--- config.mk ---
export PLATFORM = sky130hd
export DESIGN_NAME = rst_ctrl
export DESIGN_NICKNAME = d
export VERILOG_FILES = /design/src/rtl/rst_ctrl_pkg.sv /design/src/rtl/rst_ctrl_sync.sv /design/src/rtl/rst_ctrl_fsm.sv /design/src/rtl/rst_ctrl.sv
export SDC_FILE = /design/constraint.sdc
export NUM_CORES = 1
export LEC_CHECK = 0
export ABC_AREA = 1
export BUFFER_PORTS_ARGS = -buffer_cell sky130_fd_sc_hd__buf_2
export CAP_MARGIN = 20
export CORE_MARGIN = 1
export CORE_UTILIZATION = 45
export CTS_CLUSTER_DIAMETER = 50
export DETAILED_ROUTE_END_ITERATION = 12
export PLACE_DENSITY = 0.65
export SLEW_MARGIN = 20
export SYNTH_ARGS = -nofsm -noshare
export SYNTH_HDL_FRONTEND = slang
export SYNTH_SLANG_ARGS = --single-unit
--- constraint.sdc ---
create_clock -name clk -period 1 [get_ports clk]
set_input_delay 0.05 -clock clk [delete_from_list [all_inputs] [get_ports clk]]
set_output_delay 0.05 -clock clk [all_outputs]
set_load 0.005 [all_outputs]
--- src/rtl/rst_ctrl_pkg.sv ---
package rst_ctrl_pkg;

    typedef enum logic [2:0] {
        ST_HOLD,
        ST_LOAD,
        ST_READY,
        ST_SOFT,
        ST_PHY
    } rc_state_e;

    localparam int DOM_N    = 4;
    localparam int DOM_HBI  = 0;
    localparam int DOM_MAC  = 1;
    localparam int DOM_PHY  = 2;
    localparam int DOM_NASR = 3;

    // Which domains are held in reset in each state
    function automatic logic [DOM_N-1:0] dom_mask(rc_state_e s);
        logic [DOM_N-1:0] m;
        m = '0;
        unique case (s)
            ST_HOLD:  m = '1;
            ST_SOFT:  begin
                m[DOM_HBI] = 1'b1;
                m[DOM_MAC] = 1'b1;
                m[DOM_PHY] = 1'b1;
            end
            ST_PHY:   m[DOM_PHY] = 1'b1;
            default:  m = '0;
        endcase
        return m;
    endfunction

endpackage

--- src/rtl/rst_ctrl_sync.sv ---
// Reset output stage: asserts asynchronously on the pin, synchronously on
// hold; releases through two flops.
module rst_ctrl_sync (
    input  logic clk,
    input  logic arst_n,
    input  logic hold,
    output logic rst_out_n
);
    logic meta_q;
    logic out_q;

    always_ff @(posedge clk or negedge arst_n) begin
        if (!arst_n) begin
            meta_q <= 1'b0;
            out_q  <= 1'b0;
        end else if (hold) begin
            meta_q <= 1'b0;
            out_q  <= 1'b0;
        end else begin
            meta_q <= 1'b1;
            out_q  <= meta_q;
        end
    end

    assign rst_out_n = out_q;
endmodule

--- src/rtl/rst_ctrl_fsm.sv ---
module rst_ctrl_fsm
    import rst_ctrl_pkg::*;
#(
    parameter int HOLD_CYCLES = 750000,
    parameter int PULSE_LEN   = 16
) (
    input  logic      clk,
    input  logic      rst_n,
    input  logic      soft_req,
    input  logic      phy_req,
    input  logic      ee_done,
    output rc_state_e state_nxt,
    output logic      strap_pulse,
    output logic      ee_start,
    output logic      ee_busy,
    output logic      ready
);
    localparam int MAXC = (HOLD_CYCLES > PULSE_LEN) ? HOLD_CYCLES : PULSE_LEN;
    localparam int CW   = $clog2(MAXC + 1);
    localparam logic [CW-1:0] HOLD_LAST  = CW'(HOLD_CYCLES - 1);
    localparam logic [CW-1:0] PULSE_LAST = CW'(PULSE_LEN - 1);

    rc_state_e     state_q;
    logic [CW-1:0] cnt_q;

    // next-state logic
    always_comb begin
        state_nxt = state_q;
        unique case (state_q)
            ST_HOLD:  if (cnt_q == HOLD_LAST) state_nxt = ST_LOAD;
            ST_LOAD:  if (ee_done) state_nxt = ST_READY;
            ST_READY: begin
                if (soft_req)     state_nxt = ST_SOFT;
                else if (phy_req) state_nxt = ST_PHY;
            end
            ST_SOFT:  if (cnt_q == PULSE_LAST) state_nxt = ST_LOAD;
            ST_PHY: begin
                if (soft_req)                 state_nxt = ST_SOFT;
                else if (cnt_q == PULSE_LAST) state_nxt = ST_READY;
            end
            default:  state_nxt = ST_HOLD;
        endcase
    end

    // state register and stretch counter
    always_ff @(posedge clk or negedge rst_n) begin
        if (!rst_n) begin
            state_q <= ST_HOLD;
            cnt_q   <= '0;
        end else begin
            state_q <= state_nxt;
            if (state_nxt != state_q) cnt_q <= '0;
            else if (state_q inside {ST_HOLD, ST_SOFT, ST_PHY}) cnt_q <= cnt_q + 1'b1;
        end
    end

    // outputs
    always_ff @(posedge clk or negedge rst_n) begin
        if (!rst_n) begin
            strap_pulse <= 1'b0;
            ee_start    <= 1'b0;
        end else begin
            strap_pulse <= (state_q == ST_HOLD) && (state_nxt == ST_LOAD);
            ee_start    <= (state_q != ST_LOAD) && (state_nxt == ST_LOAD);
        end
    end

    assign ee_busy = (state_q == ST_LOAD);
    assign ready   = (state_q == ST_READY) || (state_q == ST_PHY);
endmodule

--- src/rtl/rst_ctrl.sv ---
module rst_ctrl
    import rst_ctrl_pkg::*;
#(
    parameter int HOLD_CYCLES = 750000,
    parameter int PULSE_LEN   = 16
) (
    input  logic clk,
    input  logic hw_rst_n,
    input  logic soft_rst_req,
    input  logic phy_rst_pm_req,
    input  logic phy_rst_bc_req,
    input  logic ee_done,
    input  logic phy_link_up,
    output logic rst_hbi_n,
    output logic rst_mac_n,
    output logic rst_phy_n,
    output logic rst_nasr_n,
    output logic strap_latch,
    output logic ee_reload_start,
    output logic ee_busy,
    output logic ready,
    output logic xfer_en
);
    logic             core_rst_n;
    rc_state_e        state_nxt;
    logic [DOM_N-1:0] dom_req;
    logic [DOM_N-1:0] dom_rst_n;
    logic             link_ok_q;

    // pin synchronizer for the sequencer itself
    rst_ctrl_sync u_por (
        .clk       (clk),
        .arst_n    (hw_rst_n),
        .hold      (1'b0),
        .rst_out_n (core_rst_n)
    );

    rst_ctrl_fsm #(
        .HOLD_CYCLES (HOLD_CYCLES),
        .PULSE_LEN   (PULSE_LEN)
    ) u_fsm (
        .clk         (clk),
        .rst_n       (core_rst_n),
        .soft_req    (soft_rst_req),
        .phy_req     (phy_rst_pm_req | phy_rst_bc_req),
        .ee_done     (ee_done),
        .state_nxt   (state_nxt),
        .strap_pulse (strap_latch),
        .ee_start    (ee_reload_start),
        .ee_busy     (ee_busy),
        .ready       (ready)
    );

    // domain requests taken from the next state, so assertion lines up
    // with state entry
    assign dom_req = dom_mask(state_nxt);

    for (genvar g = 0; g < DOM_N; g++) begin : g_dom
        rst_ctrl_sync u_dom (
            .clk       (clk),
            .arst_n    (hw_rst_n),
            .hold      (dom_req[g]),
            .rst_out_n (dom_rst_n[g])
        );
    end

    assign rst_hbi_n  = dom_rst_n[DOM_HBI];
    assign rst_mac_n  = dom_rst_n[DOM_MAC];
    assign rst_phy_n  = dom_rst_n[DOM_PHY];
    assign rst_nasr_n = dom_rst_n[DOM_NASR];

    // link gate: cleared by any PHY-domain reset, set by link seen
    always_ff @(posedge clk or negedge core_rst_n) begin
        if (!core_rst_n)               link_ok_q <= 1'b0;
        else if (dom_req[DOM_PHY])     link_ok_q <= 1'b0;
        else if (phy_link_up && dom_rst_n[DOM_PHY]) link_ok_q <= 1'b1;
    end

    assign xfer_en = link_ok_q && ready;
endmodule

==> flow_metrics.tcl, run 1 <==
set metrics [dict create \
    violations "setup timing" \
    grt_pass1_wl_um 7769 \
    final-hold-violation-count 0 \
    async_flop_share_pct 100.0 \
    synth.distinct_cells 30 \
    antenna_violating_nets_post_route 0 \
    fmax_mhz 595.5 \
    seq_area_frac_synth_pct 43.73 \
    drive_above_1_share_pct 53.98 \
    ys_seq_elements 34 \
    rsz0062_at_grt "yes" \
    finalWirelength_um 5021 \
    finalNonFillerCells 402 \
    nets 359 \
    p_total_uw 6905 \
    synth_top_cell_area_share_pct 43.73 \
    syn_area_um2 1946 \
    io_pins 16 \
    grt_overflow 0 \
    cts-htree-levels 2 \
    place_hpwl_um 3288 \
    numCtsBuffers 5 \
    root_buffer "clkbuf_8" \
    cp-end-kind "flip-flop" \
    drt_iter0_markers 113 \
    drtPass1Iterations 4 \
    status "finished, violations left" \
    syn_to_final_growth_pct 61.16 \
    cap_violations 0 \
    final_util_pct 76.73 \
    synth.area.top_cells "dfrtp_1 44%, nand2_1 8.5%, nor2_2 8.0%, inv_1 6.9%, nor2_1 6.0%" \
    ctsLongestPathBuffers 2 \
    crit_arrival_ns 1.86 \
    via_per_inst 4.724 \
    cp-start-kind "flip-flop" \
    finalCritPeriodShare_pct 167.9 \
    syn_avg_cell_area_um2 7.909 \
    grt_usage_pct 23.31 \
    io_buffers 15 \
    period_needed_ns 1.679 \
    gp_congestion 0.8432 \
    wl_per_cell_um 12.49 \
    num_rows 23 \
    fin_ws_ns -0.6792 \
    dieArea_um2 4591 \
    drc 0 \
    grt_pass1_vias 1845 \
    yosys_most_used_dff "dfrtp_1" \
    synth_nets 254 \
    cts.sinks 34 \
    yosysTopAreaCell "dfrtp_1" \
    crit_type "flip-flop to flip-flop" \
    whs_ns 0.01380 \
    skew_ns 0.006086 \
    fillCellCount 255 \
    final_max_slew_viol_count 0 \
    p_per_area_nw_per_um2 2202 \
    ir_drop_v 0.001766 \
    start_util_pct 47.61 \
    setup_viol 35 \
    dieWidth_um 67.76 \
    worstPathRequired_ns 1.18 \
    path_clk_slew_ns 0.08 \
    synth_enable_flop_cells 0 \
    fp.coreArea_um2 4086 \
    clk_latency_ns 0.29 \
    hp-class "input port to flip-flop" \
    leakagePower_uw 0.001533 \
    synth_cells 246 \
    diodes 0 \
    dp.cells 372 \
    die_y_um 67.76 \
    cp_max_fo 10 \
    grt_max_degree 27 \
    vias 1899 \
    cts_tree "done" \
    yosys_warnings 0 \
    antenna_found_initial 0 \
]
[synth_stat cells (3+ instances only)]
master,number
nand2_1,44
inv_1,36
nor2_1,31
a21oi_1,4
nand2_2,5
dfrtp_1,34
nor3_1,6
o21ai_0,3
nor2_2,25
nand4_1,7
nand3_1,14
xor2_1,13
[sequential cells by signal, summed over array words and instances (netlist names)]
signal,count
link_ok_q,1
u_fsm.state_q,3
u_fsm.cnt_q,20
u_fsm.strap_pulse,1
u_por.meta_q,1
u_por.rst_out_n,1
g_dom.u_dom.rst_out_n,3
g_dom.u_dom.meta_q,3
u_fsm.ee_start,1
[power by group]
part | switching, uW | internal, uW | total, uW
combinational | 2050 | 1810 | 3860
clock | 541 | 741 | 1280
sequential | 146 | 1610 | 1760
total | 2740 | 4170 | 6900
[per-layer routing]
metal	wire (um)	track usage (%)	up-vias	part of all wire (%)
met5	0	0	-	0
met4	104	11.70	0	2.1
met3	134	5.743	11	2.7
met2	2605	39.36	37	52
met1	2176	27.14	883	43
li1	-	-	968	-
[path summary, 6_finish.rpt]
path	from	endpoint	slack, ns	cells past startpoint
setup reg to reg	u_fsm.cnt_q[0]	u_fsm.cnt_q[16]	-0.68	12
min in group asynchronous	hw_rst_n	g_dom[0].u_dom.meta_q	0.13	2
setup / recovery	u_fsm.cnt_q[0]	u_fsm.cnt_q[16]	-0.68	12
hold / removal	phy_link_up	link_ok_q	0.01	3
max in group asynchronous	u_por.rst_out_n	u_fsm.cnt_q[5]	0.50	1
hold reg to reg	u_por.rst_out_n	u_fsm.cnt_q[19]	0.23	1
[cells by family after synthesis]
logic type,after synthesis,synth area share [%]
adder cells (fa/ha/maj),1,0.6430
XOR/XNOR,14,6.302
flip-flops,34,43.73
AND/OR/NAND/NOR,143,36.14
buffers and inverters,41,9.067
AO/OA/AOI/OAI,12,3.923
other,1,0.1927
[final cells by class]
class / count / area [um^2] / share of cell area, %
clock inverters: 3 / 45.04 / 1.437
multi-input cells: 171 / 1155 / 36.83
clock buffers: 5 / 68.82 / 2.195
well taps: 50 / 62.56 / 1.995
flip-flops and latches: 34 / 855.8 / 27.29
inverters: 37 / 141.4 / 4.509
repair buffers: 102 / 807.0 / 25.74
[placed cells by master, fill, tap and decap left out, types with 2 or more instances in the layout]
cell type / Yosys / layout
clkinvlp_4: 0 / 2
dfrtp_1: 34 / 30
nor2_4: 1 / 11
nand3_4: 0 / 4
inv_2: 1 / 6
nand2_4: 1 / 4
a21oi_1: 4 / 3
buf_6: 2 / 13
nand3_1: 14 / 9
inv_1: 36 / 30
nand2_2: 5 / 10
nor2_1: 31 / 19
nor3_1: 6 / 4
clkbuf_8: 0 / 5
buf_12: 0 / 2
dfrtp_2: 0 / 4
nor3_2: 1 / 2
buf_2: 0 / 14
nand3_2: 1 / 2
nor2_2: 25 / 27
nand3b_1: 2 / 2
buf_4: 2 / 72
a21oi_2: 2 / 2
nand2_1: 44 / 36
xor2_1: 13 / 13
nand4_1: 7 / 7
o21ai_0: 3 / 2
a21boi_1: 0 / 2
[through the flow]
step                      TNS [ns]  setup slack, ns  area [um^2]
after floorplan             -13.40          -0.4893         1963
after global placement      -19.85          -0.6911         2576
after detailed placement    -20.58          -0.7008         2576
after CTS                   -19.75          -0.6491         2890
after global routing        -23.86          -0.8202         3136
final                       -20.95          -0.6792         3136
[worst max-delay path, cell delays in order (launching register included)]
cell and delay [ns]:
dfrtp_1 0.38, buf_6 0.11, ha_4 0.13, nand3_4 0.09
nor2_4 0.12, nand3_4 0.11, nand2_2 0.11, nand2_2 0.08
nand4_1 0.07, nand2_1 0.06, nand2_2 0.11, buf_12 0.15
nor2_2 0.04
[what timing repair did]
item | in CTS | in global routing
pin swaps | 3 | 15
buffers inserted | 8 | 14
resized for setup | 35 | 37
setup endpoints to repair | 35 | 35
hold buffers | 1 | 0
hold endpoints to repair | 8 | 0
Power figures use the tool's default switching activity.
==> run 2: changes to the inputs <==
--- a/config.mk
+++ b/config.mk
@@ -9,10 +9,10 @@
 export BUFFER_PORTS_ARGS = -buffer_cell sky130_fd_sc_hd__buf_2
 export CAP_MARGIN = 20
 export CORE_MARGIN = 1
-export CORE_UTILIZATION = 45
+export CORE_UTILIZATION = 63
 export CTS_CLUSTER_DIAMETER = 50
 export DETAILED_ROUTE_END_ITERATION = 12
-export PLACE_DENSITY = 0.65
+export PLACE_DENSITY = 0.83
 export SLEW_MARGIN = 20
 export SYNTH_ARGS = -nofsm -noshare
 export SYNTH_HDL_FRONTEND = slang
==> constraint.sdc (replaced) <==
create_clock -name clk -period 2 [get_ports clk]
set_input_delay 0.1 -clock clk [delete_from_list [all_inputs] [get_ports clk]]
set_output_delay 0.1 -clock clk [all_outputs]
set_load 0.005 [all_outputs]
==> run 2 against run 1 <==
Net effect: the flow finishes with violations (DRC); final area decreased by 32%; die area fell by 28%; clock power is 70% lower; flip-flop and latch count is the same; critical path type unchanged; highest routed layer unchanged.
==> flow_metrics.tcl, run 2 (same netlist as run 1, synthesis figures left out) <==
set metrics [dict create \
    status "finished, violations left" \
    violations "DRC" \
    dieArea_um2 3314 \
    antenna_violating_nets_post_route 0 \
    seq_power_share_pct 36.7 \
    crit_arrival_ns 2.03 \
    p_per_area_nw_per_um2 1109 \
    syn_to_final_growth_pct 9.968 \
    dieWidth_um 57.57 \
    layout_common_cells "44 x nand2_1, 36 x inv_1, 34 x dfrtp_1, 30 x nor2_1, 26 x nor2_2" \
    ir_drop_v 0.0008835 \
    cp_max_fo 20 \
    skew_ns 0.01387 \
    drive_above_1_share_pct 24.07 \
    vias 1547 \
    finalWirelength_um 3571 \
    io_buffers 15 \
    final_common_cell "nand2_1" \
    ctsLongestPathBuffers 2 \
    drt_iter0_markers 60 \
    cts-htree-levels 2 \
    grt_usage_pct 24.58 \
    setup_viol 0 \
    swShare_pct 42.96 \
    fp.coreArea_um2 2829 \
    crit_chain "ha_1, nand3_1, nor2_1, nand3_1, nand2_1, nand3_1, nand2_1, nand2_1, nand2_2, buf_12, nor2_2" \
    postCtsSetupRepairBufs 0 \
    grt_pass1_wl_um 6023 \
    num_rows 19 \
    antenna_found_initial 0 \
    cp-end-kind "flip-flop" \
    final-hold-violation-count 0 \
    gp_congestion 0.8490 \
    worstPathRequired_ns 2.22 \
    final_util_pct 75.63 \
    numCtsBuffers 5 \
    hp-class "input port to flip-flop" \
    fmax_mhz 553.2 \
    final_max_slew_viol_count 0 \
    wl_per_cell_um 11.86 \
    nets 277 \
    grt_overflow 0 \
    finalCritPeriodShare_pct 90.39 \
    path_clk_slew_ns 0.10 \
    setup_tns_ns 0 \
    root_buffer "clkbuf_4" \
    pwr-share-comb_pct 47.0 \
    cts_tree "done" \
    via_per_inst 5.140 \
    start_util_pct 68.77 \
    drtPass1Iterations 10 \
    cp-start-kind "flip-flop" \
    drc 1 \
    critPathSlowestCell "dfrtp_1" \
    grt_pass1_vias 1392 \
    netSwitchingPower_uw 1020 \
    rsz0062_at_grt "no" \
    largest_register "u_fsm.cnt_q" \
    cap_violations 0 \
    p_int_uw 1354 \
    crit_type "flip-flop to flip-flop" \
    io_pins 16 \
    leakagePower_uw 0.001029 \
    period_needed_ns 1.808 \
    die_y_um 57.57 \
    p_total_uw 2373 \
    place_hpwl_um 2757 \
    clk_latency_ns 0.34 \
    cts.sinks 34 \
    cpPeakStageDelay_ns 0.38 \
    grt_max_degree 27 \
    largest_reg_flops 20 \
    diodes 0 \
    clkPwrFrac_pct 16.4 \
]
==> run 2: cell type report <==
type | instances | area (um^2)
clock inverter | 1 | 5.005
timing repair buffer | 20 | 130.1
clock buffer | 7 | 55.05
tap | 31 | 38.79
fill | 221 | 689.4
inverter | 37 | 138.9
multi-input combinational | 171 | 920.9
sequential | 34 | 850.8
==> run 2: worst paths after layout <==
| kind | startpoint | endpoint | slack (ns) | depth (start not counted) |
|---|---|---|---|---|
| min | phy_link_up | link_ok_q | 0.006 | 3 |
| min in group asynchronous | hw_rst_n | g_dom[3].u_dom.rst_out_n | 0.11 | 2 |
| max reg2reg | u_fsm.cnt_q[0] | u_fsm.cnt_q[0] | 0.19 | 11 |
| max in group asynchronous | u_por.rst_out_n | u_fsm.cnt_q[6] | 1.53 | 1 |
| min reg2reg | u_por.rst_out_n | u_fsm.state_q[1] | 0.21 | 1 |
| max | u_fsm.cnt_q[0] | u_fsm.cnt_q[0] | 0.19 | 11 |
==> run 2: through the flow <==
step / cells / setup WS [ns] / instance area [um^2] / hold WS [ns]
2_1_floorplan: 246 / 0.4604 / 1946 / -0.1956
3_3_place_gp: 291 / 0.2635 / 2057 / -0.05433
3_5_place_dp: 291 / 0.1814 / 2057 / -0.05088
4_1_cts: 301 / 0.1596 / 2137 / 0.003918
5_1_grt: 301 / 0.03753 / 2140 / 0.03369
6_report: 301 / 0.1922 / 2140 / 0.005708
==> run 2: critical path: cells and delay by family (launching register included) <==
kind                       cells  cell delay [ns]
and+or+nand+nor                9             0.96
buffers and inverters          1             0.18
DFF                            1             0.38
adders and majority gates      1             0.17
==> run 2: power by group through the flow <==
| stage | clock, uW | combinational, uW | sequential (uW) |
|---|---|---|---|
| after detailed placement | 0 | 1110 | 886 |
| after global placement | 0 | 1090 | 880 |
| final | 388 | 1120 | 870 |
| after global routing | 422 | 1260 | 883 |
| after CTS | 396 | 1120 | 872 |
| after floorplan | 0 | 852 | 884 |
==> run 2: layer usage <==
metal	vias to the layer above	routed length (um)	GRT usage, %	share of wire [%]
met1	706	1647	33.13	46
met5	-	0	0	0
li1	804	-	-	-
met3	6	140	6.349	3.9
met4	0	53	6.969	1.5
met2	31	1730	39.37	48
==> run 2: timing repair <==
action | CTS | global route
gates resized for setup | 0 | 1
setup endpoints to repair | 0 | 2
hold buffers | 2 | 0
hold endpoints to repair | 9 | 0
==> run 3: changes to the inputs <==
--- a/config.mk
+++ b/config.mk
@@ -8,12 +8,14 @@
 export ABC_AREA = 1
 export BUFFER_PORTS_ARGS = -buffer_cell sky130_fd_sc_hd__buf_2
 export CAP_MARGIN = 20
+export CELL_PAD_IN_SITES_DETAIL_PLACEMENT = 1
+export CELL_PAD_IN_SITES_GLOBAL_PLACEMENT = 2
 export CORE_MARGIN = 1
-export CORE_UTILIZATION = 63
+export CORE_UTILIZATION = 38
 export CTS_CLUSTER_DIAMETER = 50
 export DETAILED_ROUTE_END_ITERATION = 12
-export PLACE_DENSITY = 0.83
-export SLEW_MARGIN = 20
+export PLACE_DENSITY_LB_ADDON = 0.1
+export SLEW_MARGIN = 10
 export SYNTH_ARGS = -nofsm -noshare
 export SYNTH_HDL_FRONTEND = slang
 export SYNTH_SLANG_ARGS = --single-unit
==> run 3 against run 2 <==
Net effect: highest routed layer unchanged; via count is 1.9% higher; setup slack worse by 0.0084 ns; largest power group unchanged; final area is 5.5% higher; count of clock-buffer cells in the layout is 2 lower; the flow now finishes without violations; die area is 63% higher; clock power is 99% higher.
==> flow_metrics.tcl, run 3 (same netlist as run 1, synthesis figures left out) <==
set metrics [dict create \
    netSwitchingPower_uw 1110 \
    worstPathBufferInverterCount 1 \
    grt_pass1_wl_um 7948 \
    period_needed_ns 1.816 \
    final_max_slew_viol_count 0 \
    gp_congestion 0.7836 \
    diodes 0 \
    crit_chain "ha_1, nand3_1, nor2_1, nand3_1, nand2_1, nand3_1, nand2_1, nand2_1, nand2_2, buf_12, nor2_2" \
    setup_tns_ns 0 \
    swShare_pct 39.62 \
    root_buffer "clkbuf_8" \
    largest_reg_flops 20 \
    hp-class "flip-flop to async pin" \
    critical_path.top_delay_family "simple AND/OR/NAND/NOR gates" \
    cts_tree "done" \
    status "completed" \
    final_common_cell "nand2_1" \
    cts.sinks 34 \
    p_per_area_nw_per_um2 1241 \
    rrSetupSlack_ns 0.18 \
    crit_arrival_ns 1.99 \
    drtPass1Iterations 4 \
    place_ws_ns 0.1261 \
    seq_power_share_pct 31.2 \
    io_buffers 15 \
    p_total_uw 2800 \
    critPathSlowestCell "dfrtp_1" \
    whs_ns 0.02433 \
    cap_violations 0 \
    place_hpwl_um 3447 \
    ctsLongestPathBuffers 2 \
    grt_max_degree 26 \
    postCtsSetupRepairBufs 0 \
    dieWidth_um 73.56 \
    dieArea_um2 5410 \
    antenna_found_initial 0 \
    drt_iter0_markers 78 \
    via_per_inst 4.693 \
    crit_type "flip-flop to flip-flop" \
    cpPeakStageDelay_ns 0.38 \
    die_y_um 73.56 \
    regToRegStartpoint "u_fsm.cnt_q[1]" \
    grt_usage_pct 19.89 \
    largest_register "u_fsm.cnt_q" \
    cp-start-kind "flip-flop" \
    io_pins 16 \
    clkPwrFrac_pct 27.6 \
    multi_input_area_um2 925.9 \
    syn_to_final_growth_pct 16.01 \
    pwr-share-comb_pct 41.1 \
    cp-startpoint "u_fsm.cnt_q[1]" \
    num_rows 25 \
    p_int_uw 1691 \
    finalCritPeriodShare_pct 90.81 \
    nets 276 \
    final-hold-violation-count 0 \
    fmax_mhz 550.6 \
    reg2reg_to "u_fsm.cnt_q[9]" \
    fin_ws_ns 0.1838 \
    finalWirelength_um 4514 \
    ir_drop_v 0.0006437 \
    fillCellCount 628 \
    vias 1577 \
    clk_latency_ns 0.29 \
    setup_viol 0 \
    r2r_cells 11 \
    rsz0062_at_grt "no" \
    fp.coreArea_um2 4817 \
    cp-end-kind "flip-flop" \
    antenna_violating_nets_post_route 0 \
    leakagePower_uw 0.001059 \
    skew_ns 0.006902 \
    place_area_um2 2102 \
    drc 0 \
    crit_end "u_fsm.cnt_q[9]" \
    grt_pass1_vias 1677 \
    drive_above_1_share_pct 24.54 \
    start_util_pct 40.39 \
    cp_max_fo 20 \
    grt_overflow 0 \
    crit_cells 11 \
    fin_area_um2 2257 \
    wl_per_cell_um 13.43 \
    layout_common_cells "44 x nand2_1, 36 x inv_1, 34 x dfrtp_1, 30 x nor2_1, 25 x nor2_2" \
    numCtsBuffers 5 \
    worstPathRequired_ns 2.18 \
    cts-htree-levels 2 \
    ff_latch_area_um2 850.8 \
    path_clk_slew_ns 0.07 \
]
## run 3: how the worst min path moves through the flow
| stage | end |
|---|---|
| after floorplan | g_dom[0].u_dom.meta_q |
| after global placement | u_por.meta_q |
| after detailed placement | u_por.rst_out_n |
| after CTS | link_ok_q |
| after global routing | link_ok_q |
| final | link_ok_q |
## run 3: area by class of cell
type,count,share of cell area (%)
well taps,67,3.714
flip-flops and latches,34,37.69
clock buffers,5,3.049
repair buffers,19,5.322
inverters,37,6.153
multi-input cells,171,41.02
clock inverters,3,3.049
## run 3: power by group through the flow
stage / clock network, uW / logic (uW) / registers (uW)
3_3_place_gp: 0 / 1150 / 886
6_report: 774 / 1150 / 875
3_5_place_dp: 0 / 1150 / 889
4_1_cts: 798 / 1150 / 876
5_1_grt: 816 / 1310 / 890
2_1_floorplan: 0 / 852 / 884
## run 3: metrics by stage
| stage | instances | utilization, % |
|---|---|---|
| after global placement | 327 | 43.64 |
| after floorplan | 246 | - |
| after detailed placement | 327 | 43.64 |
| after CTS | 336 | 46.70 |
| after global routing | 336 | 46.86 |
| final | 336 | 46.86 |
## run 3: what timing repair did
action                                  CTS  global route
resized for setup                         0             2
hold buffers                              1             0
endpoints found under the hold margin     8             0
endpoints found under the setup margin    0             5
## run 3: routing by layer
| metal | global-route usage [%] | share of wire [%] | vias up |
|---|---|---|---|
| met5 | 0 | 0 | - |
| met4 | 7.051 | 1.6 | 0 |
| met3 | 3.841 | 2.3 | 8 |
| met2 | 35.07 | 51 | 18 |
| met1 | 23.99 | 45 | 751 |
| li1 | - | - | 800 |
